File: src/rtl/fdc_pkg.sv
package fdc_pkg;
  localparam int BYTE_W = 8;

  localparam logic [1:0] SEL_CTRL = 2'd0;
  localparam logic [1:0] SEL_STAT = 2'd1;
  localparam logic [1:0] SEL_DATA = 2'd2;
  localparam int         CTRL_RUN_BIT = 2;

  localparam logic [4:0] OP_SPECIFY = 5'h03;
  localparam logic [4:0] OP_RECAL   = 5'h07;
  localparam logic [4:0] OP_SENSE   = 5'h08;
  localparam logic [4:0] OP_SEEK    = 5'h0F;

  localparam logic [BYTE_W-1:0] ST0_NOT_READY = 8'hC0;
  localparam logic [BYTE_W-1:0] ST0_SEEK_END  = 8'h20;
  localparam logic [BYTE_W-1:0] RES_INVALID   = 8'h80;
  localparam logic [BYTE_W-1:0] MSR_READY     = 8'h80;
  localparam logic [BYTE_W-1:0] MSR_TO_HOST   = 8'h40;
  localparam logic [BYTE_W-1:0] MSR_BUSY      = 8'h10;

  // Total byte count of a command, selected by its code.
  function automatic logic [1:0] cmd_len(input logic [4:0] code);
    case (code)
      OP_SEEK, OP_SPECIFY: cmd_len = 2'd3;
      OP_RECAL:            cmd_len = 2'd2;
      default:             cmd_len = 2'd1;
    endcase
  endfunction
endpackage

File: src/rtl/fdc_cmd_collect.sv
module fdc_cmd_collect
  import fdc_pkg::*;
(
  input  logic              clk,
  input  logic              rst,
  input  logic              flush,
  input  logic              byte_en,
  input  logic [BYTE_W-1:0] byte_in,
  output logic              cmd_valid,
  output logic [4:0]        cmd_code,
  output logic [BYTE_W-1:0] arg1,
  output logic [BYTE_W-1:0] arg2
);
  logic [1:0]        cnt_q, need_q;
  logic [4:0]        code_q;
  logic [BYTE_W-1:0] hold_q;

  always_ff @(posedge clk) begin
    if (rst || flush) begin
      cnt_q     <= '0;
      need_q    <= '0;
      code_q    <= '0;
      hold_q    <= '0;
      cmd_valid <= 1'b0;
      cmd_code  <= '0;
      arg1      <= '0;
      arg2      <= '0;
    end else begin
      cmd_valid <= 1'b0;
      if (byte_en) begin
        if (cnt_q == 2'd0) begin
          if (cmd_len(byte_in[4:0]) == 2'd1) begin
            cmd_valid <= 1'b1;
            cmd_code  <= byte_in[4:0];
            arg1      <= '0;
            arg2      <= '0;
          end else begin
            code_q <= byte_in[4:0];
            need_q <= cmd_len(byte_in[4:0]);
            cnt_q  <= 2'd1;
          end
        end else if (cnt_q + 2'd1 == need_q) begin
          cmd_valid <= 1'b1;
          cmd_code  <= code_q;
          arg1      <= (cnt_q == 2'd1) ? byte_in : hold_q;
          arg2      <= (cnt_q == 2'd2) ? byte_in : '0;
          cnt_q     <= 2'd0;
        end else begin
          hold_q <= byte_in;
          cnt_q  <= cnt_q + 2'd1;
        end
      end
    end
  end

  // the top accepts no byte while a command is being executed
  a_r9_single_pulse: assert property (@(posedge clk) disable iff (rst)
    cmd_valid |=> !cmd_valid);
  // a controller reset discards any partly received command
  a_r3_flush_idle: assert property (@(posedge clk) disable iff (rst)
    flush |=> (cnt_q == 2'd0 && !cmd_valid));
endmodule

File: src/rtl/fdc_result_queue.sv
module fdc_result_queue
  import fdc_pkg::*;
(
  input  logic              clk,
  input  logic              rst,
  input  logic              flush,
  input  logic              push_two,
  input  logic              push_one,
  input  logic [BYTE_W-1:0] in0,
  input  logic [BYTE_W-1:0] in1,
  input  logic              pop,
  output logic [BYTE_W-1:0] head,
  output logic              avail
);
  logic [BYTE_W-1:0] q0, q1;
  logic [1:0]        cnt_q;

  always_ff @(posedge clk) begin
    if (rst || flush) begin
      cnt_q <= '0;
      q0    <= '0;
      q1    <= '0;
    end else if (push_two) begin
      q0    <= in0;
      q1    <= in1;
      cnt_q <= 2'd2;
    end else if (push_one) begin
      q0    <= in0;
      cnt_q <= 2'd1;
    end else if (pop && cnt_q != 2'd0) begin
      q0    <= q1;
      cnt_q <= cnt_q - 2'd1;
    end
  end

  assign head  = q0;
  assign avail = (cnt_q != 2'd0);

  // results are only produced into an empty queue
  a_r11_push_empty: assert property (@(posedge clk) disable iff (rst)
    (push_two || push_one) |-> (cnt_q == 2'd0));
  // the first byte produced is the first byte offered
  a_r8_order: assert property (@(posedge clk) disable iff (rst)
    push_two |=> (head == $past(in0)));
endmodule

File: src/rtl/fdc_drive_slot.sv
module fdc_drive_slot
  import fdc_pkg::*;
(
  input  logic              clk,
  input  logic              rst,
  input  logic              mark_all,
  input  logic              load,
  input  logic              clear,
  input  logic [BYTE_W-1:0] cyl_in,
  input  logic [BYTE_W-1:0] st0_in,
  output logic [BYTE_W-1:0] track,
  output logic [BYTE_W-1:0] st0,
  output logic              pend
);
  always_ff @(posedge clk) begin
    if (rst) begin
      track <= '0;
      st0   <= '0;
      pend  <= 1'b0;
    end else if (mark_all) begin
      st0  <= ST0_NOT_READY;
      pend <= 1'b1;
    end else if (load) begin
      track <= cyl_in;
      st0   <= st0_in;
      pend  <= 1'b1;
    end else if (clear) begin
      pend <= 1'b0;
    end
  end

  // leaving held reset marks the drive not ready and pending
  a_r3_all_pending: assert property (@(posedge clk) disable iff (rst)
    mark_all |=> (pend && st0 == ST0_NOT_READY));
  // a reported drive no longer pends
  a_r6_cleared: assert property (@(posedge clk) disable iff (rst)
    (clear && !mark_all && !load) |=> !pend);
endmodule

File: src/rtl/fdc_cmd_engine.sv
module fdc_cmd_engine
  import fdc_pkg::*;
#(
  parameter int NUM_DRIVES = 4
) (
  input  logic                clk,
  input  logic                rst,
  input  logic                wr_en,
  input  logic                rd_en,
  input  logic [1:0]          reg_sel,
  input  logic [BYTE_W-1:0]   wr_data,
  output logic [BYTE_W-1:0]   rd_data,
  output logic                irq,
  output logic [2*BYTE_W-1:0] spec_params
);
  localparam int DRV_W = (NUM_DRIVES > 1) ? $clog2(NUM_DRIVES) : 1;

  logic hold_q, irq_q;
  logic [BYTE_W-1:0]   rd_q;
  logic [2*BYTE_W-1:0] spec_q;

  logic              cmd_valid;
  logic [4:0]        cmd_code;
  logic [BYTE_W-1:0] arg1, arg2;
  logic [BYTE_W-1:0] res_head;
  logic              res_avail;

  logic [NUM_DRIVES-1:0][BYTE_W-1:0] track_v, st0_v;
  logic [NUM_DRIVES-1:0]             pend_v, remaining;
  logic              sense_hit;
  logic [DRV_W-1:0]  sense_idx;

  // host bus decode
  logic dor_wr, reset_edge, data_wr, data_rd;
  assign dor_wr     = wr_en && reg_sel == SEL_CTRL;
  assign reset_edge = dor_wr && wr_data[CTRL_RUN_BIT] && hold_q;
  assign data_wr    = wr_en && reg_sel == SEL_DATA && !hold_q && !res_avail && !cmd_valid;
  assign data_rd    = rd_en && reg_sel == SEL_DATA;

  fdc_cmd_collect u_collect (
    .clk(clk), .rst(rst), .flush(reset_edge), .byte_en(data_wr), .byte_in(wr_data),
    .cmd_valid(cmd_valid), .cmd_code(cmd_code), .arg1(arg1), .arg2(arg2)
  );

  // command execution
  logic exec, is_seek, is_recal, is_sense, is_spec, is_known;
  logic [DRV_W-1:0]  tgt;
  logic [BYTE_W-1:0] seek_st0, recal_st0;
  logic unused_arg_bits;
  assign exec      = cmd_valid && !reset_edge;
  assign is_seek   = cmd_code == OP_SEEK;
  assign is_recal  = cmd_code == OP_RECAL;
  assign is_sense  = cmd_code == OP_SENSE;
  assign is_spec   = cmd_code == OP_SPECIFY;
  assign is_known  = is_seek || is_recal || is_sense || is_spec;
  assign tgt       = arg1[DRV_W-1:0];
  assign seek_st0  = {5'b0, arg1[2:0]} | ST0_SEEK_END;
  assign recal_st0 = {{(BYTE_W-DRV_W){1'b0}}, tgt} | ST0_SEEK_END;
  assign unused_arg_bits = ^arg1[BYTE_W-1:3];

  always_comb begin
    sense_hit = 1'b0;
    sense_idx = '0;
    for (int i = NUM_DRIVES - 1; i >= 0; i--) begin
      if (pend_v[i]) begin
        sense_hit = 1'b1;
        sense_idx = DRV_W'(i);
      end
    end
  end
  assign remaining = pend_v & ~(NUM_DRIVES'(1) << sense_idx);

  for (genvar g = 0; g < NUM_DRIVES; g++) begin : g_drive
    fdc_drive_slot u_slot (
      .clk(clk), .rst(rst), .mark_all(reset_edge),
      .load(exec && (is_seek || is_recal) && tgt == DRV_W'(g)),
      .clear(exec && is_sense && sense_hit && sense_idx == DRV_W'(g)),
      .cyl_in(is_seek ? arg2 : '0),
      .st0_in(is_seek ? seek_st0 : recal_st0),
      .track(track_v[g]), .st0(st0_v[g]), .pend(pend_v[g])
    );
  end

  fdc_result_queue u_results (
    .clk(clk), .rst(rst), .flush(reset_edge),
    .push_two(exec && is_sense && sense_hit),
    .push_one(exec && ((is_sense && !sense_hit) || !is_known)),
    .in0((is_sense && sense_hit) ? st0_v[sense_idx] : RES_INVALID),
    .in1(track_v[sense_idx]),
    .pop(data_rd && res_avail),
    .head(res_head), .avail(res_avail)
  );

  always_ff @(posedge clk) begin
    if (rst) begin
      hold_q <= 1'b1;
      irq_q  <= 1'b0;
      rd_q   <= '0;
      spec_q <= '0;
    end else begin
      if (dor_wr) hold_q <= !wr_data[CTRL_RUN_BIT];

      if (dor_wr && !wr_data[CTRL_RUN_BIT])                 irq_q <= 1'b0;
      else if (reset_edge)                                  irq_q <= 1'b1;
      else if (hold_q)                                      irq_q <= 1'b0;
      else if (exec && (is_seek || is_recal))               irq_q <= 1'b1;
      else if (exec && is_sense && sense_hit && remaining == '0) irq_q <= 1'b0;

      if (exec && is_spec) spec_q <= {arg1, arg2};

      if (rd_en) begin
        case (reg_sel)
          SEL_STAT: rd_q <= MSR_READY | (res_avail ? (MSR_TO_HOST | MSR_BUSY) : '0);
          SEL_DATA: rd_q <= res_avail ? res_head : RES_INVALID;
          default:  rd_q <= '1;
        endcase
      end
    end
  end

  assign rd_data     = rd_q;
  assign irq         = irq_q;
  assign spec_params = spec_q;

  // held reset keeps the request line low
  a_r2_held_quiet: assert property (@(posedge clk) disable iff (rst)
    hold_q |-> !irq_q);
  // the line is only high while some drive pends
  a_r6_irq_source: assert property (@(posedge clk) disable iff (rst)
    irq_q |-> (pend_v != '0));
  // a completed seek raises the line
  a_r4_seek_irq: assert property (@(posedge clk) disable iff (rst)
    (exec && is_seek && !hold_q && !dor_wr) |=> irq_q);
  // the ready bit is always set in a status read
  a_r7_ready_bit: assert property (@(posedge clk) disable iff (rst)
    (rd_en && reg_sel == SEL_STAT) |=> rd_data[7]);
endmodule

File: config.mk
export PLATFORM = sky130hd
export DESIGN_NAME = fdc_cmd_engine
export DESIGN_NICKNAME = d
export VERILOG_FILES = /design/src/rtl/fdc_pkg.sv /design/src/rtl/fdc_cmd_collect.sv /design/src/rtl/fdc_result_queue.sv /design/src/rtl/fdc_drive_slot.sv /design/src/rtl/fdc_cmd_engine.sv
export SDC_FILE = /design/constraint.sdc
export NUM_CORES = 1
export LEC_CHECK = 0
export BUFFER_PORTS_ARGS = -buffer_cell sky130_fd_sc_hd__buf_2
export CAP_MARGIN = 10
export CORE_MARGIN = 10
export CORE_UTILIZATION = 60
export DETAILED_ROUTE_END_ITERATION = 12
export PLACE_DENSITY = 0.76
export SYNTH_ARGS = -nofsm -noshare
export SYNTH_HDL_FRONTEND = slang
export SYNTH_SLANG_ARGS = --single-unit
File: constraint.sdc
create_clock -name clk -period 2.36 [get_ports clk]
set_input_delay 0.118 -clock clk [delete_from_list [all_inputs] [get_ports clk]]
set_output_delay 0.118 -clock clk [all_outputs]
set_load 0.005 [all_outputs]
# Word-level counts from Yosys, hierarchy flattened
# Index checks and enable logic that the tools add are counted.
# Widths: inputs -> output; s select.
[op_classes] n_addsub=2 multipliers=0 div=0 n_lt_le_gt_ge=1 eq_ne=21 shifts=1 muxes=68 bitwise_logic=7 reduce_logical=71
[ops] op="$mux 8" count=23
[ops] op="$bmux 8 s2" count=2
[ops] op="$logic_and 1x1->1" count=28
[ops] op="$mux 2" count=13
[ops] op="$mux 1" count=23
[ops] op="$pmux 8 s2" count=1
[ops] op="$eq 5x4->1 const B" count=3
[ops] op="$mux 5" count=3
[ops] op="$reduce_bool 3->1" count=5
[ops] op="$reduce_bool 2->1" count=7
[ops] op="$eq 2x2->1 const B" count=6
[ops] op="$eq 2x1->1 const B" count=5
[ops] op="$eq 5x2->1 const B" count=2
[ops] op="$eq 5x3->1 const B" count=2
[ops] op="$reduce_and 2->1" count=5
[ops] op="$reduce_or 2->1" count=5
[ops] op="$reduce_and 3->1" count=3
[ops] op="$logic_not 2->1" count=4
[ops] op="$logic_not 1->1" count=7
[ops] op="$mux 7" count=1
[ops] op="$logic_or 1x1->1" count=5
[ops] op="$not 1->1" count=5
[ops] op="$and 4x4->4" count=1
[ops] op="$logic_not 4->1" count=1
[ops] op="10 further kinds" count=11
[word_totals] ff_bits=151 latchBits=0 ram_bits=0 rom_bits=0 input_bits=14 output_inout_bits=25 wordCells=203 mem_count=0

# Depth between registers and ports, before layout
# Gate-level depths: netlist of the first run.
[logic_depth] depth_word=13 mapped_depth=8 mapped_depth_nobuf=6

# Cells and area by module
# Synthesis of the first run repeated with hierarchy kept, for this count alone.
[unflattened] hier_cells=731 hier_area_um2=6727.7
[by_module_without_submodules] module="fdc_drive_slot" n_inst=4 cells_per_inst=60 area_per_inst_um2=624.3 seq_area_each_um2=340.3
[by_module_without_submodules] module="fdc_cmd_collect" n_inst=1 cells_per_inst=188 area_per_inst_um2=1769.2 seq_area_each_um2=780.7
[by_module_without_submodules] module="fdc_cmd_engine" n_inst=1 cells_per_inst=214 area_per_inst_um2=1681.6 seq_area_each_um2=520.5
[by_module_without_submodules] module="fdc_result_queue" n_inst=1 cells_per_inst=89 area_per_inst_um2=779.5 seq_area_each_um2=360.3

# Least setup slack after synthesis of the first run
# No wires, ideal clock.
[synth_timing] path_kind="reg2reg" from="register u_collect.cnt_q[0]" to="register u_collect.cmd_code[2]" arrival_ns=2.065 path_slack_ns=0.208 path_stages_with_launch=9 period_less_slack_ns=2.152 path_cell_list="dfxtp_1 -> inv_1 -> ha_1 -> xnor2_1 -> a21oi_2 -> or3_1 -> buf_2 -> buf_6 -> o31ai_1"
[synth_via] elab_chain_len=4 elab_cells_between_ends=7 classes_between="1 x add/sub; 2 x eq/ne; 1 x mux; 3 x reduce/logical"
[synth_lines] item="start: declaration" line="fdc_cmd_collect.sv:14" text="logic [1:0] cnt_q, need_q;"
[synth_lines] item="start signal: assignment" line="fdc_cmd_collect.sv:50" text="cnt_q <= cnt_q + 2'd1;"
[synth_lines] item="$add 2x1->2" line="fdc_cmd_collect.sv:42" text="end else if (cnt_q + 2'd1 == need_q) begin"
[synth_lines] item="$eq 2x2->1" line="fdc_cmd_collect.sv:42"
[synth_lines] item="$reduce_bool 2->1 (no source line)"
[synth_lines] item="$reduce_and 3->1 (no source line)"
[synth_lines] item="end signal: assignment" line="fdc_cmd_collect.sv:34" text="cmd_code <= byte_in[4:0];"
[synth_lines] item="end signal: assignment" line="fdc_cmd_collect.sv:44" text="cmd_code <= code_q;"
[synth_lines] item="end: declaration" line="fdc_cmd_collect.sv:10" text="output logic [4:0] cmd_code,"
# Parallel ways exist; a longest one is shown, timed or not.
# A chain may end at the register's enable or synchronous reset.

# Final worst setup path of the first run
[layout_timing] from="register u_collect.cnt_q[0]" to="register u_collect.cmd_code[3]"
# Same word-level chain as after synthesis.

==> results.rst, run 1 <==
.. list-table::
   :header-rows: 1

   * - Metric
     - Value
   * - Power per cell area
     - 734 mW/mm2
   * - Leakage power summed over all cells
     - 2.81 nW
   * - Worst VDD drop
     - 0.375 mV
   * - Half-perimeter wire length after placement
     - 9.93 mm
   * - Distinct cell type count after synthesis
     - 55
   * - Number of clock sinks
     - 139
   * - Worst hold margin
     - 0.154 ns
   * - Library cell used as clock root buffer
     - clkbuf_8
   * - Clk Latency, worst-skew pair
     - 0.53 ns
   * - Total negative slack for setup checks
     - 0 ns
   * - Post-synthesis instance total
     - 667
   * - Boundary Pins
     - 39
   * - Worst R2R Setup Slack
     - 0.20 ns
   * - Clock-pin slew reported for the worst setup and hold paths after clock tree synthesis
     - 0.06 ns
   * - Post-synth design cell area
     - 0.00615 mm2
   * - PnR Total Power
     - 5.27 mW
   * - # nets final
     - 730
   * - Flops & latches, synth
     - 139
   * - Via count of the first global-routing pass
     - 4968
   * - Wire length of the first global-routing pass
     - 24.8 mm
   * - Final number of setup-violating endpoints
     - 0
   * - Critical path, cell by cell
     - inv_1 -> ha_1 -> xnor2_2 -> a21oi_2 -> or3_1 -> buf_4 -> o31ai_1
   * - Fin util
     - 72.8%
   * - Total gr overflow
     - 0
   * - Depth of the worst hold-timing path
     - 4
   * - Required time at the endpoint of the critical path
     - 2.79 ns
   * - Syn avg cell area
     - 9.21 um2
   * - Final hold violations
     - 0
   * - DR vias
     - 5132
   * - Remaining number of nets flagged by the antenna check after routing
     - 0
   * - End of the worst register-to-register path
     - u_collect.cmd_code[3]$_SDFFE_PP0P_
   * - Proportion of synthesized chip area in sequential cells
     - 45.3%
   * - Post-route clock period utilization
     - 91.6%
   * - Run status
     - complete, no violations
   * - Multi-input gate area
     - 0.00308 mm2
   * - Area of all sequential standard cells
     - 0.00278 mm2
   * - RSZ-0062 raised after global routing
     - false
   * - Post-Place Worst Slack
     - 0.0681 ns
   * - Worst path bufs/invs
     - 2
   * - Tightest Pin Transition
     - 0.766 ns
   * - H-tree depth reported by CTS
     - 4
   * - Wire length per cell
     - 17.6 um
   * - Width of the die
     - 121 um
   * - Count of pins over their slew limit
     - 0
   * - Worst Hold End
     - rd_data[7]$_SDFFE_PP0P_
   * - Dominant register cell in the synthesized netlist
     - dfxtp_1
   * - Post-synth ARST share
     - 0%
   * - Layout area overhead
     - 16.8%
   * - Arrival time at the worst endpoint
     - 2.60 ns
   * - Leading cell types in the layout, fill and taps excluded
     - 138 x dfxtp_1, 91 x nor2_1, 81 x mux2i_1, 54 x nand2_1, 50 x a21oi_1
   * - Startpoint of the lowest-slack hold path
     - reg_sel[0]
   * - Max-capacitance violation count
     - 0
   * - Critical path's slowest cell
     - or3_1
   * - Layout cells sized above 1
     - 15.1%
   * - Worst slew margin relative to its limit
     - 48.8%
   * - Post-CTS Setup Bufs
     - 0
   * - Type of element capturing the critical path
     - register
   * - Maximum net fanout on the critical path
     - 22
   * - Crit path largest cell delay
     - 0.38 ns
   * - Type of the tightest min-delay check
     - input port to register
   * - GRT Total Usage
     - 20.8%
   * - Total wirelength of the detailed-routed design
     - 15.0 mm
   * - Shortest clock period the worst path allows after layout
     - 2.16 ns
   * - TritonCTS clock tree
     - yes
   * - Synth Net Count
     - 688
   * - Initial core utilization
     - 62.3%
   * - Critical path class
     - register to register
   * - Die Area
     - 0.0147 mm2
   * - Fmax
     - 463 MHz
   * - Worst Setup Start Kind
     - register
   * - Clock Skews
     - 0.00800 ns
   * - N_diodes
     - 0
   * - Count of flip-flops with a built-in enable after synthesis
     - 0
   * - Critical R2R Launch
     - u_collect.cnt_q[0]$_SDFFE_PP0P_
   * - Final GP Congestion
     - 0.818
   * - Largest net degree at the start of global routing
     - 64
   * - Fill cell count
     - 735
   * - Core box area
     - 0.00986 mm2
   * - Number of rows in the core area
     - 36
   * - Number of buffers on the longest clock path
     - 2
   * - Family of cells with the greatest summed delay on the critical path
     - simple AND/OR/NAND/NOR gates
   * - TritonCTS Buffers
     - 17
   * - Worst Slack Setup Final
     - 0.199 ns
   * - Antenna violations before repair
     - 0
   * - Quantity of I/O buffers inserted on ports
     - 38
   * - Drt drc
     - 0
   * - Synthesis warning total
     - 0
   * - Floorplan die height
     - 121 um
   * - Most common cell after layout, fill and taps aside
     - dfxtp_1
   * - DRC violation total after the first TritonRoute iteration
     - 482
   * - Count of cells along the worst register-to-register path
     - 7
   * - Number of optimization iterations in the first detailed-route pass
     - 5
   * - Mean number of vias per cell
     - 6.01
layer usage:
layer,global-route usage [%],share of wire [%],up-vias
met5,0,0,-
met4,8.42,1.5,0
met3,5.30,6.2,26
met2,33.7,47,172
met1,25.7,45,2483
li1,-,-,2451
power breakdown:
group / leakage, nW / switching [mW] / internal [mW]
clock: 0.291 / 0.954 / 1.71
combinational: 1.39 / 0.138 / 0.0807
sequential: 1.12 / 0.0178 / 2.37
worst min-delay path: stages:
cell	delay, ns
buf_2	0.11
ha_1	0.22
nor2_1	0.11
a211oi_1	0.07
how the worst max path moves through the flow:
| stage | start | end | slack, ns | depth (start not counted) |
|---|---|---|---|---|
| floorplan | u_collect.cnt_q[0]$_SDFFE_PP0P_ | u_collect.cmd_code[2]$_SDFFE_PP0P_ | 0.21 | 8 |
| global placement | u_collect.cnt_q[0]$_SDFFE_PP0P_ | u_collect.cmd_code[2]$_SDFFE_PP0P_ | 0.20 | 7 |
| detailed placement | u_collect.cnt_q[0]$_SDFFE_PP0P_ | u_collect.cmd_code[2]$_SDFFE_PP0P_ | 0.07 | 7 |
| CTS | u_collect.cnt_q[0]$_SDFFE_PP0P_ | u_collect.cmd_code[3]$_SDFFE_PP0P_ | 0.06 | 7 |
| global route | u_collect.cnt_q[0]$_SDFFE_PP0P_ | u_collect.cmd_code[1]$_SDFFE_PP0P_ | 0.05 | 7 |
| finish | u_collect.cnt_q[0]$_SDFFE_PP0P_ | u_collect.cmd_code[3]$_SDFFE_PP0P_ | 0.20 | 7 |
timing repair:
action                                 in CTS  in global routing
hold buffers                               11                  0
setup endpoints to repair                   0                 18
resized for setup                           0                  2
endpoints found under the hold margin      31                  0
per-stage QoR:
step,cells,cell area (um2)
floorplan,667,6150
global placement,812,6470
detailed placement,812,6470
CTS,854,7170
global route,854,7180
finish,854,7180
Yosys cell counts, types with 5 or more instances:
cell type | number | share of area (%)
inv_1 | 13 | 0.79
nand3b_1 | 13 | 1.6
nor2b_1 | 5 | 0.51
o311ai_0 | 6 | 0.86
dfxtp_1 | 139 | 45
mux2i_1 | 81 | 13
ha_1 | 7 | 1.4
or3_1 | 9 | 0.92
nand2b_1 | 6 | 0.61
clkbuf_1 | 34 | 2.1
nand3_1 | 15 | 1.2
and3_1 | 13 | 1.3
nor3_1 | 9 | 0.73
a221oi_1 | 8 | 1.1
a211oi_1 | 15 | 1.8
buf_2 | 8 | 0.65
o31ai_1 | 6 | 0.73
o21ai_0 | 14 | 1.1
nand2_1 | 54 | 3.3
a21oi_1 | 50 | 4.1
o21a_1 | 9 | 1.1
nor2_1 | 92 | 5.6
buf_4 | 5 | 0.61
state kept, by name, summed over array words and instances (netlist names), 8 cells and up:
name and flops:
u_collect.hold_q 8, g_drive.u_slot.st0 20, spec_params 16, g_drive.u_slot.track 32, u_collect.arg1 8, u_results.head 8, u_collect.arg2 8, u_results.q1 8
rd_data 8
logic make-up after synthesis:
| kind of cell | Yosys count | synth area share [%] |
|---|---|---|
| AO/OA/AOI/OAI | 133 | 14.7 |
| XOR/XNOR | 3 | 0.550 |
| adder cells (fa/ha/maj) | 8 | 1.59 |
| buffers and inverters | 65 | 4.80 |
| flip-flops | 139 | 45.3 |
| multiplexers | 81 | 13.2 |
| AND/OR/NAND/NOR | 238 | 19.8 |
final cells by class:
cell class	count	share of cell area (%)
multi-input cells	463	42.9
flip-flops and latches	139	38.8
repair buffers	75	7.08
clock buffers	24	6.69
well taps	133	2.32
clock inverters	7	1.57
inverters	13	0.680
Note: power is estimated with default switching activity, not from simulation.
==> inputs of run 2 (changes only) <==
--- a/config.mk
+++ b/config.mk
@@ -8,9 +8,10 @@
 export BUFFER_PORTS_ARGS = -buffer_cell sky130_fd_sc_hd__buf_2
 export CAP_MARGIN = 10
 export CORE_MARGIN = 10
-export CORE_UTILIZATION = 60
+export CORE_UTILIZATION = 63
+export CTS_BUF_LIST = sky130_fd_sc_hd__clkbuf_4 sky130_fd_sc_hd__clkbuf_8
 export DETAILED_ROUTE_END_ITERATION = 12
-export PLACE_DENSITY = 0.76
+export PLACE_DENSITY = 0.79
 export SYNTH_ARGS = -nofsm -noshare
 export SYNTH_HDL_FRONTEND = slang
 export SYNTH_SLANG_ARGS = --single-unit
==> run 2 against run 1 <==
  * Non-clock buffer count increased by 1
  * Hold slack got worse by 0.11 ns
  * Final cell count decreased by 0.23%
  * Fmax decreased by 0.92%
  * Largest power group is now sequential cells
  * Global-route usage increased by 0.41 points
  * Wire length decreased by 0.37%
  * Design area decreased by 3.2%
  * Power decreased by 16%
  * Highest routed layer unchanged
  * Combinational power about the same
  * Via count decreased by 0.29%
  * Clock skew increased by 0.0038 ns
  * Sequential share of layout area increased by 1.3 points
  * Critical endpoint is now u_collect.cmd_code[4]$_SDFFE_PP0P_
==> results.rst, run 2 (synthesis results as in run 1) <==
.. list-table::
   :header-rows: 1

   * - Metric
     - Value
   * - Total wirelength of the detailed-routed design
     - 14.9 mm (was 15.0 mm)
   * - Arrival time at the worst endpoint
     - 2.53 ns (was 2.60 ns)
   * - Half-perimeter wire length after placement
     - 10.1 mm (was 9.93 mm)
   * - Boundary Pins
     - 39 (unchanged)
   * - Type of element capturing the critical path
     - register (unchanged)
   * - Number of rows in the core area
     - 35 (was 36)
   * - Power per cell area
     - 634 mW/mm2 (was 734 mW/mm2)
   * - Count of cells along the worst register-to-register path
     - 7 (unchanged)
   * - Wire length per cell
     - 17.5 um (was 17.6 um)
   * - Number of flip-flops under the largest register name
     - 32 (unchanged)
   * - Floorplan die height
     - 119 um (was 121 um)
   * - Critical R2R Launch
     - u_collect.cnt_q[0]$_SDFFE_PP0P_ (unchanged)
   * - Shortest clock period the worst path allows after layout
     - 2.18 ns (was 2.16 ns)
   * - Maximum net fanout on the critical path
     - 22 (unchanged)
   * - Via count of the first global-routing pass
     - 5042 (was 4968)
   * - TritonCTS Buffers
     - 17 (unchanged)
   * - Total negative slack for setup checks
     - 0 ns (unchanged)
   * - Critical path, cell by cell
     - inv_1 -> ha_1 -> xnor2_2 -> a21oi_2 -> or3_1 -> buf_4 -> o31ai_1 (unchanged)
   * - Drt drc
     - 0 (unchanged)
   * - Final hold violations
     - 0 (unchanged)
   * - Startpoint of the lowest-slack hold path
     - wr_data[2] (was reg_sel[0])
   * - TritonCTS clock tree
     - yes (unchanged)
   * - GRT Total Usage
     - 21.2% (was 20.8%)
   * - # nets final
     - 731 (was 730)
   * - Layout area overhead
     - 13.0% (was 16.8%)
   * - Initial core utilization
     - 65.6% (was 62.3%)
   * - Run status
     - complete, no violations (unchanged)
   * - Leading cell types in the layout, fill and taps excluded
     - 139 x dfxtp_1, 91 x nor2_1, 81 x mux2i_1, 54 x nand2_1, 50 x a21oi_1 (was 138 x dfxtp_1, 91 x nor2_1, 81 x mux2i_1, 54 x nand2_1, 50 x a21oi_1)
   * - Clock-pin slew reported for the worst setup and hold paths after clock tree synthesis
     - 0.08 ns (was 0.06 ns)
   * - Remaining number of nets flagged by the antenna check after routing
     - 0 (unchanged)
   * - Post-route clock period utilization
     - 92.4% (was 91.6%)
   * - N_diodes
     - 0 (unchanged)
   * - Antenna violations before repair
     - 0 (unchanged)
   * - Type of the tightest min-delay check
     - input port to register (unchanged)
   * - Mean number of vias per cell
     - 6.01 (about the same)
   * - Clock Skews
     - 0.0118 ns (was 0.00800 ns)
   * - H-tree depth reported by CTS
     - 4 (unchanged)
   * - Die Area
     - 0.0141 mm2 (was 0.0147 mm2)
   * - Tightest Pin Transition
     - 0.613 ns (was 0.766 ns)
   * - RSZ-0062 raised after global routing
     - false (unchanged)
   * - Worst VDD drop
     - 0.387 mV (was 0.375 mV)
   * - Largest reg by FF count
     - g_drive.u_slot.track (unchanged)
   * - Post-Place Worst Slack
     - 0.121 ns (was 0.0681 ns)
   * - Leakage power summed over all cells
     - 2.71 nW (was 2.81 nW)
   * - Number of optimization iterations in the first detailed-route pass
     - 5 (unchanged)
   * - Core box area
     - 0.00937 mm2 (was 0.00986 mm2)
   * - Clk Latency, worst-skew pair
     - 0.44 ns (was 0.53 ns)
   * - Library cell used as clock root buffer
     - clkbuf_8 (unchanged)
   * - Fill cell count
     - 705 (was 735)
   * - End of the worst register-to-register path
     - u_collect.cmd_code[4]$_SDFFE_PP0P_ (was u_collect.cmd_code[3]$_SDFFE_PP0P_)
   * - Most common cell after layout, fill and taps aside
     - dfxtp_1 (unchanged)
   * - Required time at the endpoint of the critical path
     - 2.71 ns (was 2.79 ns)
   * - Family of cells with the greatest summed delay on the critical path
     - flip-flops (was simple AND/OR/NAND/NOR gates)
   * - Worst Hold End
     - u_collect.code_q[2]$_SDFFE_PP0P_ (was rd_data[7]$_SDFFE_PP0P_)
   * - Count of pins over their slew limit
     - 0 (unchanged)
   * - Number of clock sinks
     - 139 (unchanged)
   * - Quantity of I/O buffers inserted on ports
     - 38 (unchanged)
   * - Layout cells sized above 1
     - 16.0% (was 15.1%)
   * - Critical path class
     - register to register (unchanged)
   * - Critical path's slowest cell
     - dfxtp_1 (was or3_1)
   * - Worst R2R Setup Slack
     - 0.18 ns (was 0.20 ns)
   * - Max-capacitance violation count
     - 0 (unchanged)
   * - Worst slew margin relative to its limit
     - 59.1% (was 48.8%)
   * - Width of the die
     - 119 um (was 121 um)
   * - Total gr overflow
     - 0 (unchanged)
   * - Wire length of the first global-routing pass
     - 25.0 mm (was 24.8 mm)
   * - Area of all sequential standard cells
     - 0.00278 mm2 (about the same)
   * - Depth of the worst hold-timing path
     - 3 (was 4)
   * - Worst Slack Setup Final
     - 0.179 ns (was 0.199 ns)
   * - Fmax
     - 458 MHz (was 463 MHz)
   * - Crit path largest cell delay
     - 0.42 ns (was 0.38 ns)
   * - Final GP Congestion
     - 0.829 (was 0.818)
   * - DR vias
     - 5117 (was 5132)
   * - DRC violation total after the first TritonRoute iteration
     - 383 (was 482)
   * - Worst path bufs/invs
     - 2 (unchanged)
   * - Final number of setup-violating endpoints
     - 0 (unchanged)
   * - Largest net degree at the start of global routing
     - 56 (was 64)
   * - Worst Setup Start Kind
     - register (unchanged)
   * - Multi-input gate area
     - 0.00308 mm2 (unchanged)
   * - Number of buffers on the longest clock path
     - 2 (unchanged)
[run 2: changes by cell type in the layout (fill, tap and decap cells not counted), sizes merged]
cell,delta
clkbuf,-6
clkinvlp,+2
clkinv,+4
buf,+4
inv,+3
dlygate4sd3,-3
bufinv,-2
[run 2: layer usage]
| layer | up-vias | wire length (um) | track usage (%) |
|---|---|---|---|
| met3 | 26 | 932 | 6.28 |
| li1 | 2453 | - | - |
| met4 | 0 | 262 | 7.18 |
| met1 | 2484 | 6520 | 25.9 |
| met5 | - | 0 | 0 |
| met2 | 154 | 7230 | 34.7 |
[run 2: worst max path at each step]
| stage | endpoint | from | cells after the start | slack (ns) |
|---|---|---|---|---|
| 6_report | u_collect.cmd_code[4]$_SDFFE_PP0P_ | u_collect.cnt_q[0]$_SDFFE_PP0P_ | 7 | 0.18 |
| 5_1_grt | u_collect.cmd_code[4]$_SDFFE_PP0P_ | u_collect.cnt_q[0]$_SDFFE_PP0P_ | 7 | 0.03 |
| 4_1_cts | u_collect.cmd_code[3]$_SDFFE_PP0P_ | u_collect.cnt_q[0]$_SDFFE_PP0P_ | 7 | 0.08 |
| 3_5_place_dp | u_collect.cmd_code[0]$_SDFFE_PP0P_ | u_collect.cnt_q[0]$_SDFFE_PP0P_ | 7 | 0.12 |
| 3_3_place_gp | u_collect.cmd_code[2]$_SDFFE_PP0P_ | u_collect.cnt_q[0]$_SDFFE_PP0P_ | 7 | 0.20 |
| 2_1_floorplan | u_collect.cmd_code[2]$_SDFFE_PP0P_ | u_collect.cnt_q[0]$_SDFFE_PP0P_ | 8 | 0.21 |
[run 2: area by class of cell]
class / count / share of cell area, %
repair buffers: 76 / 7.31
flip-flops and latches: 139 / 40.1
multi-input cells: 463 / 44.3
inverters: 13 / 0.702
clock inverters: 14 / 1.75
clock buffers: 18 / 3.57
well taps: 129 / 2.32
[run 2: where the power goes]
part	switching [mW]	total [mW]	internal (mW)	leakage, nW
Clock	0.948	1.81	0.862	0.185
Sequential	0.0151	2.38	2.36	1.12
Combinational	0.139	0.217	0.0783	1.40
Total	1.10	4.40	3.30	2.71
[run 2: tightest hold or removal path: cells and delay by family]
kind | cells | cell delay, ns
buf+inv | 1 | 0.18
compound gates | 1 | 0.05
simple gates | 1 | 0.09
[run 2: through the flow]
stage	instances	hold WS, ns	util, %	cell area, um2	power [mW]
after floorplan	667	0.265	-	6150	2.56
after global placement	811	0.392	69.2	6480	2.63
after detailed placement	811	0.412	69.2	6480	2.64
after CTS	851	0.0221	74.0	6930	4.43
after global routing	852	0.0572	74.1	6950	4.56
final	852	0.0405	74.1	6950	4.40
[run 2: repair_timing]
item | 4_1_cts | 5_1_grt
hold buffers | 8 | 0
endpoints found under the setup margin | 0 | 21
setup buffers | 0 | 1
resized for setup | 0 | 1
hold endpoints to repair | 13 | 0
